[config.mk]
export PLATFORM = sky130hd
export DESIGN_NAME = edo_lane_ctrl
export DESIGN_NICKNAME = d
export VERILOG_FILES = /design/src/rtl/dram_lane_pkg.sv /design/src/rtl/edo_lane_seq.sv /design/src/rtl/edo_lane_store.sv /design/src/rtl/edo_lane_ctrl.sv
export SDC_FILE = /design/constraint.sdc
export NUM_CORES = 1
export LEC_CHECK = 0
export ABC_CLOCK_PERIOD_IN_PS = 4300
export BUFFER_PORTS_ARGS = -buffer_cell sky130_fd_sc_hd__buf_4
export CAP_MARGIN = 25
export CORE_MARGIN = 5
export CORE_UTILIZATION = 30
export CTS_BUF_LIST = sky130_fd_sc_hd__clkbuf_4
export DETAILED_ROUTE_END_ITERATION = 8
export PLACE_DENSITY = 0.43
export SYNTH_ARGS = -nofsm -noshare
export SYNTH_HDL_FRONTEND = slang
export SYNTH_HIERARCHICAL = 1
export SYNTH_SLANG_ARGS = --single-unit
[constraint.sdc]
create_clock -name clk -period 4.3 [get_ports clk]
set_input_delay 0.43 -clock clk [delete_from_list [all_inputs] [get_ports clk]]
set_output_delay 0.43 -clock clk [all_outputs]
set_load 0.05 [all_outputs]
[src/rtl/dram_lane_pkg.sv]
package dram_lane_pkg;
  localparam int LANES = 2;

  typedef enum logic [2:0] {
    CK_IDLE    = 3'd0,
    CK_READ    = 3'd1,
    CK_EARLY   = 3'd2,
    CK_LATE    = 3'd3,
    CK_REFRESH = 3'd4
  } kind_t;

  typedef enum logic [1:0] {
    LM_NONE  = 2'd0,
    LM_READ  = 2'd1,
    LM_EARLY = 2'd2,
    LM_LATE  = 2'd3
  } lmode_t;

  typedef struct packed {
    logic             rowLoad;
    logic             colLoad;
    logic [LANES-1:0] wrEn;
    logic [LANES-1:0] rdLoad;
  } strobe_t;
endpackage

[src/rtl/edo_lane_seq.sv]
module edo_lane_seq
  import dram_lane_pkg::*;
#(
  parameter int REF_W = 12
) (
  input  logic             clk,
  input  logic             rstN,
  input  logic             rasN,
  input  logic             caslN,
  input  logic             cashN,
  input  logic             weN,
  input  logic             oeN,
  output strobe_t          strobe,
  output logic [LANES-1:0] dqOe,
  output logic             casInt,
  output logic [LANES-1:0] laneWrite,
  output kind_t            cycleKind,
  output logic [REF_W-1:0] refreshRow,
  output logic             modeErr
);
  logic             rasQ, weQ, cbrQ;
  logic [LANES-1:0] laneQ, laneN, validQ;
  lmode_t           modeQ [LANES];
  logic [REF_W-1:0] refCnt;

  logic casNowN, casPrevN, rasFall, rasRise, casRise, casFall, weFall, inPage, refreshHit;
  logic errNow;
  logic [LANES-1:0] laneFall, earlyW, rdL, lateTry, lateW;

  assign laneN      = {cashN, caslN};
  assign casNowN    = &laneN;
  assign casPrevN   = &laneQ;
  assign rasFall    = rasQ & ~rasN;
  assign rasRise    = ~rasQ & rasN;
  assign casRise    = ~casPrevN & casNowN;
  assign inPage     = ~rasN & ~rasQ & ~cbrQ;
  assign casFall    = casPrevN & ~casNowN & inPage;
  assign weFall     = weQ & ~weN & inPage;
  assign refreshHit = rasFall & ~casPrevN;

  always_comb begin
    errNow = 1'b0;
    for (int i = 0; i < LANES; i++) begin
      laneFall[i] = laneQ[i] & ~laneN[i] & inPage;
      earlyW[i]   = laneFall[i] & ~weN;
      rdL[i]      = laneFall[i] & weN;
      lateTry[i]  = weFall & ~laneQ[i] & ~laneN[i] & (modeQ[i] == LM_READ);
      lateW[i]    = lateTry[i] & oeN;
      if ((earlyW[i] && modeQ[i ^ 1] == LM_LATE) || (lateW[i] && modeQ[i ^ 1] == LM_EARLY))
        errNow = 1'b1;
    end
  end

  always_comb begin
    strobe.rowLoad = rasFall & casPrevN;
    strobe.colLoad = casFall;
    strobe.wrEn    = earlyW | lateW;
    strobe.rdLoad  = rdL;
  end

  assign casInt = ~casNowN;
  assign dqOe   = validQ & {LANES{~oeN & ~rasN}};

  always_ff @(posedge clk) begin
    if (!rstN) begin
      rasQ       <= 1'b1;
      weQ        <= 1'b1;
      laneQ      <= '1;
      cbrQ       <= 1'b0;
      validQ     <= '0;
      refCnt     <= '0;
      refreshRow <= '0;
      cycleKind  <= CK_IDLE;
      modeErr    <= 1'b0;
      laneWrite  <= '0;
      for (int i = 0; i < LANES; i++) modeQ[i] <= LM_NONE;
    end else begin
      rasQ      <= rasN;
      weQ       <= weN;
      laneQ     <= laneN;
      laneWrite <= earlyW | lateW;
      modeErr   <= errNow;
      if (refreshHit) begin
        refreshRow <= refCnt;
        refCnt     <= refCnt + 1'b1;
      end
      if (rasRise) cbrQ <= 1'b0;
      else if (refreshHit) cbrQ <= 1'b1;

      if (rasRise)         cycleKind <= CK_IDLE;
      else if (refreshHit) cycleKind <= CK_REFRESH;
      else if (|lateW)     cycleKind <= CK_LATE;
      else if (|earlyW)    cycleKind <= CK_EARLY;
      else if (|rdL)       cycleKind <= CK_READ;

      for (int i = 0; i < LANES; i++) begin
        if (rasRise || casRise) modeQ[i] <= LM_NONE;
        else if (rdL[i])        modeQ[i] <= LM_READ;
        else if (earlyW[i])     modeQ[i] <= LM_EARLY;
        else if (lateW[i])      modeQ[i] <= LM_LATE;

        if (rasRise)                                 validQ[i] <= 1'b0;
        else if (rdL[i])                             validQ[i] <= 1'b1;
        else if (earlyW[i])                          validQ[i] <= 1'b0;
        else if (weFall && !(lateTry[i] && !oeN))    validQ[i] <= 1'b0;
      end
    end
  end
endmodule

[src/rtl/edo_lane_store.sv]
module edo_lane_store
  import dram_lane_pkg::*;
#(
  parameter int ADDR_W   = 12,
  parameter int ROW_BITS = 2,
  parameter int COL_BITS = 2,
  parameter int LANE_W   = 8
) (
  input  logic                    clk,
  input  logic                    rstN,
  input  strobe_t                 strobe,
  input  logic [ADDR_W-1:0]       addr,
  input  logic [LANES*LANE_W-1:0] dqIn,
  output logic [LANES*LANE_W-1:0] dqOut
);
  localparam int IDX_W = ROW_BITS + COL_BITS;
  localparam int DEPTH = 1 << IDX_W;

  logic [ROW_BITS-1:0] rowQ;
  logic [COL_BITS-1:0] colQ, colUse;
  logic [IDX_W-1:0]    idx;

  assign colUse = strobe.colLoad ? addr[COL_BITS-1:0] : colQ;
  assign idx    = {rowQ, colUse};

  always_ff @(posedge clk) begin
    if (!rstN) begin
      rowQ <= '0;
      colQ <= '0;
    end else begin
      if (strobe.rowLoad) rowQ <= addr[ROW_BITS-1:0];
      if (strobe.colLoad) colQ <= addr[COL_BITS-1:0];
    end
  end

  for (genvar g = 0; g < LANES; g++) begin : g_lane
    logic [LANE_W-1:0] bank [DEPTH];
    logic [LANE_W-1:0] rdData;

    always_ff @(posedge clk) begin
      if (!rstN) begin
        for (int k = 0; k < DEPTH; k++) bank[k] <= '0;
        rdData <= '0;
      end else begin
        if (strobe.wrEn[g])   bank[idx] <= dqIn[g*LANE_W +: LANE_W];
        if (strobe.rdLoad[g]) rdData    <= bank[idx];
      end
    end

    assign dqOut[g*LANE_W +: LANE_W] = rdData;
  end
endmodule

[src/rtl/edo_lane_ctrl.sv]
module edo_lane_ctrl
  import dram_lane_pkg::*;
#(
  parameter int ADDR_W   = 12,
  parameter int ROW_BITS = 2,
  parameter int COL_BITS = 2,
  parameter int LANE_W   = 8,
  parameter int REF_W    = 12
) (
  input  logic                    clk,
  input  logic                    rstN,
  input  logic                    rasN,
  input  logic                    caslN,
  input  logic                    cashN,
  input  logic                    weN,
  input  logic                    oeN,
  input  logic [ADDR_W-1:0]       addr,
  input  logic [LANES*LANE_W-1:0] dqIn,
  output logic [LANES*LANE_W-1:0] dqOut,
  output logic [LANES-1:0]        dqOe,
  output logic                    casInt,
  output logic [LANES-1:0]        laneWrite,
  output logic [2:0]              cycleKind,
  output logic [REF_W-1:0]        refreshRow,
  output logic                    modeErr
);
  strobe_t strobe;
  kind_t   kindW;

  edo_lane_seq #(.REF_W(REF_W)) seq_i (
    .clk(clk), .rstN(rstN), .rasN(rasN), .caslN(caslN), .cashN(cashN),
    .weN(weN), .oeN(oeN), .strobe(strobe), .dqOe(dqOe), .casInt(casInt),
    .laneWrite(laneWrite), .cycleKind(kindW), .refreshRow(refreshRow),
    .modeErr(modeErr)
  );

  edo_lane_store #(
    .ADDR_W(ADDR_W), .ROW_BITS(ROW_BITS), .COL_BITS(COL_BITS), .LANE_W(LANE_W)
  ) store_i (
    .clk(clk), .rstN(rstN), .strobe(strobe), .addr(addr), .dqIn(dqIn), .dqOut(dqOut)
  );

  assign cycleKind = kindW;
endmodule

# Yosys cells after proc, flatten, opt, wreduce, memory -nomap -nowiden
# Memories as Yosys holds them, arrays and structs flattened. A register that Yosys moved wholly into a read port is not among the register bits.
# Cells that the tools add are included.
[totals]
n_memories = 3
input_bits = 35
ff_bits = 41
output_inout_bits = 37
ramBits = 260
[mem_list]
columns = ["name", "words", "width", "read_ports", "rd_clocked_by_memory_dff", "wr", "line_no", "text"]
rows = [
  ["store_i.g_lane[0].bank", 16, 8, 1, 1, 16, "edo_lane_store.sv:37", "logic [LANE_W-1:0] bank [DEPTH];"],
  ["store_i.g_lane[1].bank", 16, 8, 1, 1, 16, "edo_lane_store.sv:37", ""],
  ["seq_i.modeQ", 2, 2, 2, 0, 2, "edo_lane_seq.sv:23", "lmode_t modeQ [LANES];"],
]
[op_classes]
muxes = 67
bitwise_logic = 50
addsub = 1
reduce_logical = 29
n_eq_ne = 6
[op_table]
columns = ["op", "count"]
rows = [
  ["$mux W1", 50],
  ["$and A1 B1 Y1", 28],
  ["$mux W2", 9],
  ["$mux W8", 2],
  ["$reduce_or A8 Y1", 2],
  ["$add A12 B1 Y12 const B", 1],
  ["$mux W3", 4],
  ["$not A1 Y1", 12],
  ["$reduce_bool A3 Y1", 3],
  ["$eq A2 B2 Y1 const B", 4],
  ["$logic_and A1 B1 Y1", 8],
  ["$mux W4", 2],
  ["$or A1 B1 Y1", 8],
  ["$reduce_or A2 Y1", 4],
  ["$logic_not A1 Y1", 5],
  ["$eq A2 B1 Y1 const B", 2],
  ["$reduce_and A2 Y1", 2],
  ["$reduce_bool A4 Y1", 1],
  ["$logic_or A1 B1 Y1", 3],
  ["$reduce_or A3 Y1", 1],
  ["$and A2 B2 Y2", 1],
  ["$or A2 B2 Y2", 1],
]

# Logic depth before layout (Yosys ltp)
[depth]
depth_word = 15
depth_mapped = 11

# Modules after synthesis
# Netlist, hierarchy kept.
[by_module_without_submodules]
columns = ["module", "area_per_inst_um2", "seq_area_each_um2", "cells_per_inst", "n_inst"]
rows = [
  ["edo_lane_store", 12721.0, 8087.8, 1015, 1],
  ["edo_lane_seq", 1754.2, 860.8, 203, 1],
]

# Worst setup path after synthesis
# OpenSTA, ideal clock, no wires.
[synth_timing]
path_kind = "in2reg"
start = "input port cashN"
end = "memory store_i.g_lane[1].bank[2][0] (enable)"
cell_stages = 9
setup_ns = 0.384
path_slack_ns = 1.046
arrival_ns = 2.869
n_path_buf = 4
required_ns = 3.916
cell_sequence = "nand2_1 and4_1 buf_4 buf_2 or3b_1 and2_1 buf_2 clkbuf_1 o21ai_0"
[synth_lines]
columns = ["element", "line_no", "text"]
rows = [
  ["from (decl)", "edo_lane_ctrl.sv:14", "input logic cashN,"],
  ["to (decl)", "edo_lane_store.sv:37", ""],
]

==> results.md <==
- Slew margin rel.: 27.8%
- CTS Sinks: between 300 and 400
- Chip width: between 200 and 250 µm
- Pleak: between 6 and 7 nW
- Placement Cell Area: approximately 16000 µm²
- Tot Pwr: 6.72 mW
- Footprint of the multi-input gates: approximately 5100 µm²
- Ys flop type: edfxtp_1
- # fillers: between 4k and 5k
- Via Count: ~11k
- Ranking of synthesized cells by area: edfxtp_1 (54%), and2_1 (9.2%), dfxtp_1 (7.9%), o21ai_0 (2.9%), and3_1 (2.5%)
- Max Slew Vio Count: 0
- Cell mode on critical path: buf_4
- Crit path DAT: between 4000 and 5000 ps
- Fin nets: about 1.4k
- # IOs: 72
- Hold Crit Class: input port to flip-flop
- Worst skew pair latency: 790 ps
- CTS tree: yes
- Synth Net Count: 1254
- Reg clk slew, reported paths: around 60 ps
- Die area: approximately 53000 µm²
- CP Capture Type: flip-flop
- Starting Density: a little under a third
- Post-Syn Area: 14500 µm²
- Met2 WL: approximately 21 mm
- Peak supply drop: about 0.14 mV
- Fin Setup TNS: 0 ps
- Met3 wire len: ~2.5 mm
- Flops & latches, synth: about 320
- Hold Path Depth: 2
- Layout area overhead: 18.5%
- Period Utilization, post-route: between 70% and 80%
- Post-Route WL: about 46 mm
- Post-synth EDFFs: 260
- Net Sw Frac: 24.6%
- Critical path startpoint category: input port
- Max incr delay on CP: around 850 ps
- Hold bufs inserted after CTS: 10
- Die Y: ~230 µm
- Remaining antenna violation count: 0
- Post-Syn Instances: approximately 1.2k
- Mean post-synth cell area: around 12 µm²
- Cells along the critical path: dlygate4sd3_1, buf_4, nor3_1, buf_4, and4_1, nor3b_1, nor2_2, buf_4, o22ai_1, nor4b_1, a21oi_1
- H-tree levels: 3
- Comb power frac: about 6.2%
- R2r worst-path depth: 9
- PwrDens: approximately 390 nW/µm²
- Total track usage: between 10% and 20%
- Count of different cell masters after synthesis: between 60 and 70
- Register area share after synthesis: 61.8%
- Design area: ~17000 µm²
- Net load switching power: 1.65 mW
- Yosys top cell by area: edfxtp_1
- Int Pwr: between 5 and 6 mW
- CTS Buf Count: slightly below 90
- Final min period: 3380 ps
- Initial antenna violation count: 4
- Final core utilization: 35.9%
- Max layer used: met4
- Pre-Repair DR Iteration Count: 5
- Required time worst endpoint: 4940 ps
- Fin cells: a little over 2k
- Core ar.: between 40000 and 50000 µm²
- Final Hold Vio Count: 0
- Most common cell in the netlist: edfxtp_1
- Clk pwr share: a little over two fifths
- CP Max Fanout: 15
- Final Skew: approximately 56 ps
- Routed wire per std cell: about 22 µm
- Global-route wire length before repair: roughly 68 mm
- Clk root buf: clkbuf_4
- Slew @ Worst Pin: 1080 ps
- PortBufs: 61
- Max-Cap Viols: 0
- Met1 Wirelength: between 20 and 25 mm
- Overflow after GRT: 0
- Placed cell count: about 1.9k
- RSZ-0062 raised after global routing: false
- Vias per cell: just over 5
- Syn. warnings: 6
- Share of cells above drive strength 1: between 20% and 30%
- Final setup viols: 0
- Vias in the first global route: 10.4k
- Clock tree buffer depth: 3
- DRC: 0
- Commonest cells post-synth: edfxtp_1 (260), and2_1 (214), o21ai_0 (85)
- Pin count of the biggest net entering global routing: 39
- Dpl hpwl: approximately 31 mm
- Area share of the largest cell type after synthesis: between 50% and 60%
- Setup CP Type: input port to flip-flop
- Slowest CP cell: nor2_2
- # rows: 80
- Reg power frac: approximately half
- Status: finished clean
- Post-CTS Resized: 0
- Iteration-0 DRC Markers: 775
- Gpl congestion: 0.818
- Setup bufs post-CTS: 0
- Top achievable clock speed: 296 MHz
- Sequential Area: about 9000 µm²
- Async SR Flop Fraction: 0%
==> sequential cells by signal, indices dropped and copies added, names as in the netlist <==
register,cells
seq_i/modeErr,1
seq_i/modeQ,4
seq_i/weQ,1
seq_i/cycleKind,3
store_i/g_lane.bank,256
store_i/colQ,2
store_i/rowQ,2
seq_i/laneWrite,2
seq_i/cbrQ,1
seq_i/validQ,2
seq_i/laneQ,2
seq_i/refreshRow,12
seq_i/refCnt,12
seq_i/rasQ,1
store_i/g_lane.rdData,16
==> worst paths after layout <==
kind	startpoint	end	slack (ps)
max	rasN	store_i/g_lane[1].rdData[0]	920
min	rstN	seq_i/laneQ[1]	100
max reg2reg	seq_i/cbrQ	store_i/g_lane[1].rdData[0]	950
min reg2reg	seq_i/refreshRow[2]	seq_i/refreshRow[2]	450
==> kinds of logic after synthesis <==
logic type	count (synthesis)	synth area share, %
flops	317	61.8
mux	30	2.16
buf+inv	97	3.00
fa+ha+maj	1	0.0864
xor+xnor	4	0.242
simple gates	479	19.4
compound gates	290	13.3
==> cell type report <==
type | count | share of cell area [%]
Clock inverter | 28 | 0.831
Clock buffer | 139 | 6.08
Sequential cell | 317 | 52.2
Multi-Input combinational cell | 804 | 29.7
Timing Repair Buffer | 144 | 6.46
Antenna cell | 2 | 0.0292
Tap cell | 615 | 4.48
Inverter | 10 | 0.219
==> power groups by stage <==
stage / Sequential, mW / Clock (mW) / Combinational [mW]
after floorplan: 3.51 / 0 / 0.202
after CTS: 3.45 / 2.97 / 0.423
after global placement: 3.51 / 0 / 0.411
after detailed placement: 3.51 / 0 / 0.414
after global routing: 3.46 / 3.13 / 0.448
final: 3.45 / 2.85 / 0.418
==> cells in the final DEF (no fill, tap or decap), drive strengths merged, types with 4 or more instances in the layout <==
cell type    netlist  routed
o21bai             6       6
or3                8       8
a21oi             51      51
mux2i             20      20
o2bb2ai            4       4
o22ai              8       8
nand4              4       4
o21ai             88      88
nand2             68      68
and3              59      59
inv                9      12
dfxtp             57      57
a32oi             14      14
nor3b             10      10
buf               29     134
nor4b              6       6
nand3             26      26
nor3               9       9
o211ai             7       7
clkbuf            58     139
a221oi            25      25
nor2b              9       9
and2             214     214
a22oi             14      14
clkinv             1      23
nand2b             6       6
mux2              10      10
a32o              16      16
nor2              45      45
a22o              13      13
edfxtp           260     260
dlygate4sd3        0      10
a31oi             24      24
a211oi             9       9
==> critical path, delay by kind of cell <==
kind,cells,cell delay (ps)
buffers and inverters,4,1170
AOI/OAI and AO/OA,2,230
and+or+nand+nor,5,2180
==> metal layers <==
| layer | vias up | track usage (%) |
|---|---|---|
| met5 | - | 0 |
| met1 | 5255 | 23.9 |
| met3 | 59 | 3.28 |
| met2 | 321 | 26.6 |
| met4 | 0 | 6.43 |
| li1 | 4906 | - |
==> through the flow <==
stage | hold WS, ps | setup WS (ps)
final | 100 | 922
after global routing | 28.0 | 728
after CTS | 1.00 | 976
after detailed placement | 449 | 735
after global placement | 450 | 750
after floorplan | 442 | 1050
No activity file was read; power rests on OpenSTA's default activity.
